File: src/rtl/wdog_pkg.sv
package wdog_pkg;
  localparam int WDOG_AW = 12;
  localparam int WDOG_DW = 32;

  localparam logic [WDOG_AW-1:0] OFS_RELOAD = 12'h000;
  localparam logic [WDOG_AW-1:0] OFS_COUNT  = 12'h004;
  localparam logic [WDOG_AW-1:0] OFS_CTRL   = 12'h008;
  localparam logic [WDOG_AW-1:0] OFS_CLEAR  = 12'h00C;
  localparam logic [WDOG_AW-1:0] OFS_RAW    = 12'h010;
  localparam logic [WDOG_AW-1:0] OFS_MASKED = 12'h014;
  localparam logic [WDOG_AW-1:0] OFS_LOCK   = 12'hC00;

  typedef enum logic [2:0] {
    SEL_NONE, SEL_RELOAD, SEL_COUNT, SEL_CTRL,
    SEL_CLEAR, SEL_RAW, SEL_MASKED, SEL_LOCK
  } wdog_sel_e;

  function automatic wdog_sel_e wdog_decode(input logic [WDOG_AW-1:0] a);
    case (a)
      OFS_RELOAD: return SEL_RELOAD;
      OFS_COUNT:  return SEL_COUNT;
      OFS_CTRL:   return SEL_CTRL;
      OFS_CLEAR:  return SEL_CLEAR;
      OFS_RAW:    return SEL_RAW;
      OFS_MASKED: return SEL_MASKED;
      OFS_LOCK:   return SEL_LOCK;
      default:    return SEL_NONE;
    endcase
  endfunction
endpackage

File: src/rtl/wdog_apb_if.sv
module wdog_apb_if
  import wdog_pkg::*;
#(
  parameter int AW = WDOG_AW,
  parameter int DW = WDOG_DW
) (
  input  logic          psel,
  input  logic          penable,
  input  logic          pwrite,
  input  logic [AW-1:0] paddr,
  input  logic [DW-1:0] cnt,
  input  logic [DW-1:0] reload,
  input  logic          en,
  input  logic          raw,
  input  logic          masked,
  input  logic          locked,
  output wdog_sel_e     sel,
  output logic          wr_go,
  output logic [DW-1:0] prdata
);
  localparam logic [DW-1:0] ZERO = '0;

  assign sel   = wdog_decode(paddr);
  assign wr_go = psel & penable & pwrite;

  always_comb begin
    prdata = ZERO;
    case (sel)
      SEL_RELOAD: prdata = reload;
      SEL_COUNT:  prdata = cnt;
      SEL_CTRL:   prdata = {ZERO[DW-1:1], en};
      SEL_RAW:    prdata = {ZERO[DW-1:1], raw};
      SEL_MASKED: prdata = {ZERO[DW-1:1], masked};
      SEL_LOCK:   prdata = {ZERO[DW-1:1], locked};
      default:    prdata = ZERO;
    endcase
  end
endmodule

File: src/rtl/wdog_ctrl_regs.sv
module wdog_ctrl_regs
  import wdog_pkg::*;
#(
  parameter int          DW       = WDOG_DW,
  parameter logic [31:0] KEY      = 32'hC0DE_5AFE,
  parameter logic [31:0] RST_LOAD = 32'hFFFF_FFFF
) (
  input  logic          clk,
  input  logic          rst_n,
  input  logic          wr_go,
  input  wdog_sel_e     sel,
  input  logic [DW-1:0] wdata,
  input  logic          zero_evt,
  output logic [DW-1:0] reload_q,
  output logic          en_q,
  output logic          raw_q,
  output logic          locked_q,
  output logic          masked,
  output logic          ld,
  output logic [DW-1:0] ld_val,
  output logic          clr_evt
);
  logic wr_ok, reload_wr, ctrl_wr, lock_wr;

  // The lock register itself always accepts writes
  assign wr_ok     = wr_go & (~locked_q | (sel == SEL_LOCK));
  assign reload_wr = wr_ok & (sel == SEL_RELOAD);
  assign ctrl_wr   = wr_ok & (sel == SEL_CTRL);
  assign clr_evt   = wr_ok & (sel == SEL_CLEAR);
  assign lock_wr   = wr_ok & (sel == SEL_LOCK);

  assign ld     = reload_wr | clr_evt;
  assign ld_val = reload_wr ? wdata : reload_q;
  assign masked = raw_q & en_q;

  always_ff @(posedge clk or negedge rst_n) begin
    if (!rst_n) begin
      reload_q <= RST_LOAD[DW-1:0];
      en_q     <= 1'b0;
      raw_q    <= 1'b0;
      locked_q <= 1'b0;
    end else begin
      if (reload_wr) reload_q <= wdata;
      if (ctrl_wr)   en_q     <= wdata[0];
      if (lock_wr)   locked_q <= (wdata != KEY[DW-1:0]);
      if (clr_evt)       raw_q <= 1'b0;
      else if (zero_evt) raw_q <= 1'b1;
    end
  end
endmodule

File: src/rtl/wdog_down_counter.sv
module wdog_down_counter #(
  parameter int          DW      = 32,
  parameter logic [31:0] RST_VAL = 32'hFFFF_FFFF
) (
  input  logic          clk,
  input  logic          rst_n,
  input  logic          en,
  input  logic          tick,
  input  logic          ld,
  input  logic [DW-1:0] ld_val,
  input  logic [DW-1:0] reload,
  output logic [DW-1:0] cnt,
  output logic          tick_act,
  output logic          zero_evt
);
  localparam logic [DW-1:0] ZERO = '0;
  localparam logic [DW-1:0] ONE  = {{(DW-1){1'b0}}, 1'b1};

  // Step rule: zero reloads, anything else counts down
  function automatic logic [DW-1:0] next_count(input logic [DW-1:0] c,
                                                input logic [DW-1:0] r);
    return (c == ZERO) ? r : c - ONE;
  endfunction

  logic [DW-1:0] cnt_nx;

  assign tick_act = en & tick;
  assign cnt_nx   = next_count(cnt, reload);
  assign zero_evt = tick_act & ~ld & (cnt_nx == ZERO);

  always_ff @(posedge clk or negedge rst_n) begin
    if (!rst_n)        cnt <= RST_VAL[DW-1:0];
    else if (ld)       cnt <= ld_val;
    else if (tick_act) cnt <= cnt_nx;
  end
endmodule

File: src/rtl/apb_wdog_timer.sv
module apb_wdog_timer
  import wdog_pkg::*;
#(
  parameter logic [31:0] LOCK_KEY   = 32'hC0DE_5AFE,
  parameter logic [31:0] RESET_LOAD = 32'hFFFF_FFFF
) (
  input  logic               pclk,
  input  logic               presetn,
  input  logic               psel,
  input  logic               penable,
  input  logic               pwrite,
  input  logic [WDOG_AW-1:0] paddr,
  input  logic [WDOG_DW-1:0] pwdata,
  output logic [WDOG_DW-1:0] prdata,
  output logic               pready,
  output logic               pslverr,
  input  logic               tick_en,
  output logic               wdog_irq
);
  wdog_sel_e          sel;
  logic               wr_go, en_q, raw_q, locked_q, masked;
  logic               ld, clr_evt, tick_act, zero_evt;
  logic [WDOG_DW-1:0] reload_q, ld_val, cnt;

  assign pready   = 1'b1;
  assign pslverr  = 1'b0;
  assign wdog_irq = masked;

  wdog_apb_if #(.AW(WDOG_AW), .DW(WDOG_DW)) u_if (
    .psel(psel), .penable(penable), .pwrite(pwrite), .paddr(paddr),
    .cnt(cnt), .reload(reload_q), .en(en_q), .raw(raw_q),
    .masked(masked), .locked(locked_q),
    .sel(sel), .wr_go(wr_go), .prdata(prdata)
  );

  wdog_ctrl_regs #(.DW(WDOG_DW), .KEY(LOCK_KEY), .RST_LOAD(RESET_LOAD)) u_regs (
    .clk(pclk), .rst_n(presetn), .wr_go(wr_go), .sel(sel), .wdata(pwdata),
    .zero_evt(zero_evt), .reload_q(reload_q), .en_q(en_q), .raw_q(raw_q),
    .locked_q(locked_q), .masked(masked), .ld(ld), .ld_val(ld_val),
    .clr_evt(clr_evt)
  );

  wdog_down_counter #(.DW(WDOG_DW), .RST_VAL(RESET_LOAD)) u_cnt (
    .clk(pclk), .rst_n(presetn), .en(en_q), .tick(tick_en), .ld(ld),
    .ld_val(ld_val), .reload(reload_q), .cnt(cnt),
    .tick_act(tick_act), .zero_evt(zero_evt)
  );
endmodule

File: config.mk
export PLATFORM = sky130hd
export DESIGN_NAME = apb_wdog_timer
export DESIGN_NICKNAME = d
export VERILOG_FILES = /design/src/rtl/wdog_pkg.sv /design/src/rtl/wdog_apb_if.sv /design/src/rtl/wdog_ctrl_regs.sv /design/src/rtl/wdog_down_counter.sv /design/src/rtl/apb_wdog_timer.sv
export SDC_FILE = /design/constraint.sdc
export NUM_CORES = 1
export LEC_CHECK = 0
export BUFFER_PORTS_ARGS = -buffer_cell sky130_fd_sc_hd__buf_2
export CAP_MARGIN = 10
export CORE_ASPECT_RATIO = 0.75
export CORE_MARGIN = 2
export CORE_UTILIZATION = 60
export CTS_CLUSTER_SIZE = 30
export DETAILED_ROUTE_END_ITERATION = 8
export PLACE_DENSITY = 0.81
export SKIP_LAST_GASP = 1
export SLEW_MARGIN = 20
export SYNTH_ARGS = -nofsm -noshare
export SYNTH_HDL_FRONTEND = slang
export SYNTH_SLANG_ARGS = --single-unit
File: constraint.sdc
create_clock -name pclk -period 8.85 [get_ports pclk]
set_input_delay 1.77 -clock pclk [delete_from_list [all_inputs] [get_ports pclk]]
set_output_delay 1.77 -clock pclk [all_outputs]
set_load 0.02 [all_outputs]
==> results.md <==
* Status: finished clean
* TritonCTS clock tree: yes
* Synth unique cells at 56
* IO Port Bufs at 82
* Clock latency at the later pin of the worst-skew pair at 360 ps
* Commonest cells post-synth: 71 x nor2_1, 64 x dfstp_2, 45 x nand2_1, 37 x a21oi_1, 35 x mux2_2
* Clk buf depth at 2
* Sw power at 150 uW
* Worst path required time at 7080 ps
* Seq/Total Area, Yosys at 0.376
* M2 GR Usage at 0.501
* Cells after DPL at 690
* Yosys reg bits at 67
* Hold path start: u_cnt.cnt[28]
* Core area at 7430 um2
* Initial Util at 0.629
* Worst path slowest cell: nor2_2
* Avg Inst Size Synth at 8.70 um2
* First-pass GRT wire length at 21800 um
* Postcts setup bufs at 0
* CP Launch Point: paddr[1]
* Most used cell, CP: buf_2
* DR DRC count at 0
* Final nets at 652
* Crit Reg-Reg Endpoint: u_regs.raw_q
* Largest area contributor in the netlist: dfstp_2
* Sw Share at 0.246
* Gpl congestion at 0.938
* Post-Syn Nets at 589
* Async SR Flop Fraction at 1.00
* Vias in the first global route at 4311
* Post-DP Area at 5130 um2
* # diodes at 0
* Top_reg_cell synth: dfstp_2
* Die H at 80.4 um
* Initial DRC count at 442
* Share of post-route cells with drive strength above 1 at 0.359
* Die width at 106 um
* Worst reg2reg path depth at 9
* P_leak at 2.35 nW
* GRT Residual Overflow at 0
* HP Class: flop to flop
* P per Cell Area at 115 nW/um2
* Die footprint at 8520 um2
* Post-synth EDFFs at 0
* Netlist Area Pre-Place at 4670 um2
* # setup viols final at 0
* Area delta synth->final at 14.2%
* Hold Path Cell Cnt at 2
* DPL Wire Length at 9180 um
* CTS sink cnt at 67
* Met3 Track Usage GR at 0.0917
* CTS HTree Levels at 3
* Internal at 461 uW
* Reg-to-reg startpoint: u_cnt.cnt[0]
* Row cnt at 27
* Setup Crit Path Kind: input pin to output port
* Layer with the highest usage: met2
* Max-slew violations at 0
* FF-to-FF setup slack at 5400 ps
* Final Non-Filler Cells at 706
* Top Ports at 85
* Worst ir drop on vdd at 79.6 uV
* Worst slew pin tran at 830 ps
* RSZ-0062 raised after global routing: no
* Cts hold-fix bufs at 0
* CTS root buf: clkbuf_8
* Detailed-route via count at 4576
* Most frequent cell after synthesis: nor2_1
* CTS Buf Count at 9
* Design area at 5340 um2
* Antenna violations before repair at 0
* Worst-path cell chain: buf_2 -> nor3_1 -> nand4_1 -> nor2_2 -> buf_4 -> a22o_1 -> buf_2
* Worst-path clk slew at 70 ps
* M1 GR Usage at 0.452
* Synth Warn # at 0
* Final WL at 13400 um
* Post-cts sizing count at 0
* WL per Instance at 18.9 um
* Startpoint types: input pin
* Worst Setup End Kind: output port
* Synth top area cells: dfstp_2 36%, mux2_2 8.4%, a22o_1 5.8%
* Fin. Hold Viols at 0
* Global-route usage over all layers at 0.327
* Clk network pwr share at 0.438
* Hold endpoint: u_cnt.cnt[28]
* Post-route ant nets at 0
* Max_slew headroom at 0.447
* Top cell type's share of synthesized area at 0.360
* Tcrit/Tclk final at 0.602
* Total power at 612 uW
* Drt pass-1 iters at 5
* Post-Syn Instances at 537
* Slowest stage delay, CP at 430 ps
* Max Cap Viol at 0
* Arrival time at the worst endpoint at 3550 ps
* Via density at 6.48
* TNS Setup at 0 ps
* Gate power share at 0.054
* Largest net degree at the start of global routing at 68
* Min cycle time layout at 5320 ps
* Flop pwr share at 0.507
* Fmax at 0.188 GHz
* Maximum fanout along the worst path at 23
* Clk_skew at 8.16 ps
[power groups by stage]
stage	logic, mW	clock network, mW	registers [mW]
3_5_place_dp	0.0330	0	0.315
6_report	0.0332	0.268	0.310
2_1_floorplan	0.0108	0	0.314
5_1_grt	0.0371	0.284	0.310
3_3_place_gp	0.0319	0	0.315
4_1_cts	0.0333	0.268	0.310
[area by class of cell]
class	instances	area, um2
clock buffer	11	141
sequential	67	1760
inverter	9	33.8
multi-input combinational	419	2720
clock inverter	5	62.6
tap	101	126
timing repair buffer	94	500
fill	590	2090
[metal layers]
metal | vias up | wire length, um
met5 | - | 0
met4 | 0 | 253
met3 | 32 | 1530
li1 | 2118 | -
met1 | 2156 | 5720
met2 | 270 | 5850
[worst max-delay path by stage]
stage            endpoint  slack, ps
4_1_cts        prdata[18]       3560
3_3_place_gp   prdata[19]       3640
5_1_grt        prdata[16]       3330
2_1_floorplan   prdata[0]       3870
6_report       prdata[18]       3530
3_5_place_dp   prdata[18]       3570
[sequential cells by signal (all words and copies together) (netlist names)]
signal and cells:
u_regs.en_q 1, u_cnt.cnt 32, u_regs.raw_q 1, u_regs.locked_q 1, u_regs.reload_q 32
[cell usage in the layout (no fill, tap or decap), types with 10 or more instances in the layout]
cell type	n
nor4_1	13
nand2_1	45
nand4_1	13
o21ai_0	28
mux2_2	35
buf_2	82
clkbuf_8	10
nor3_1	16
nor2_1	69
xnor2_1	10
dfstp_2	64
buf_4	12
a22o_1	31
a21oi_1	37
[critical path, delay by kind of cell]
kind / cells / cell delay, ps
and+or+nand+nor: 3 / 910
buffers and inverters: 3 / 650
AOI/OAI and AO/OA: 1 / 210
[through the flow]
step / utilization / setup WS, ps / hold slack (ps)
6_report: 0.718 / 3530 / 521
5_1_grt: 0.718 / 3330 / 564
4_1_cts: 0.718 / 3560 / 521
3_5_place_dp: 0.691 / 3570 / 507
3_3_place_gp: 0.690 / 3640 / 506
2_1_floorplan: - / 3870 / 486
[kinds of logic after synthesis]
kind of cell	share of synthesized area
compound gates	0.196
xor+xnor	0.0356
fa+ha+maj	0.00536
buf+inv	0.0471
flops	0.376
mux	0.104
other cells	0.00161
simple gates	0.235
No activity file was read; power rests on OpenSTA's default activity.
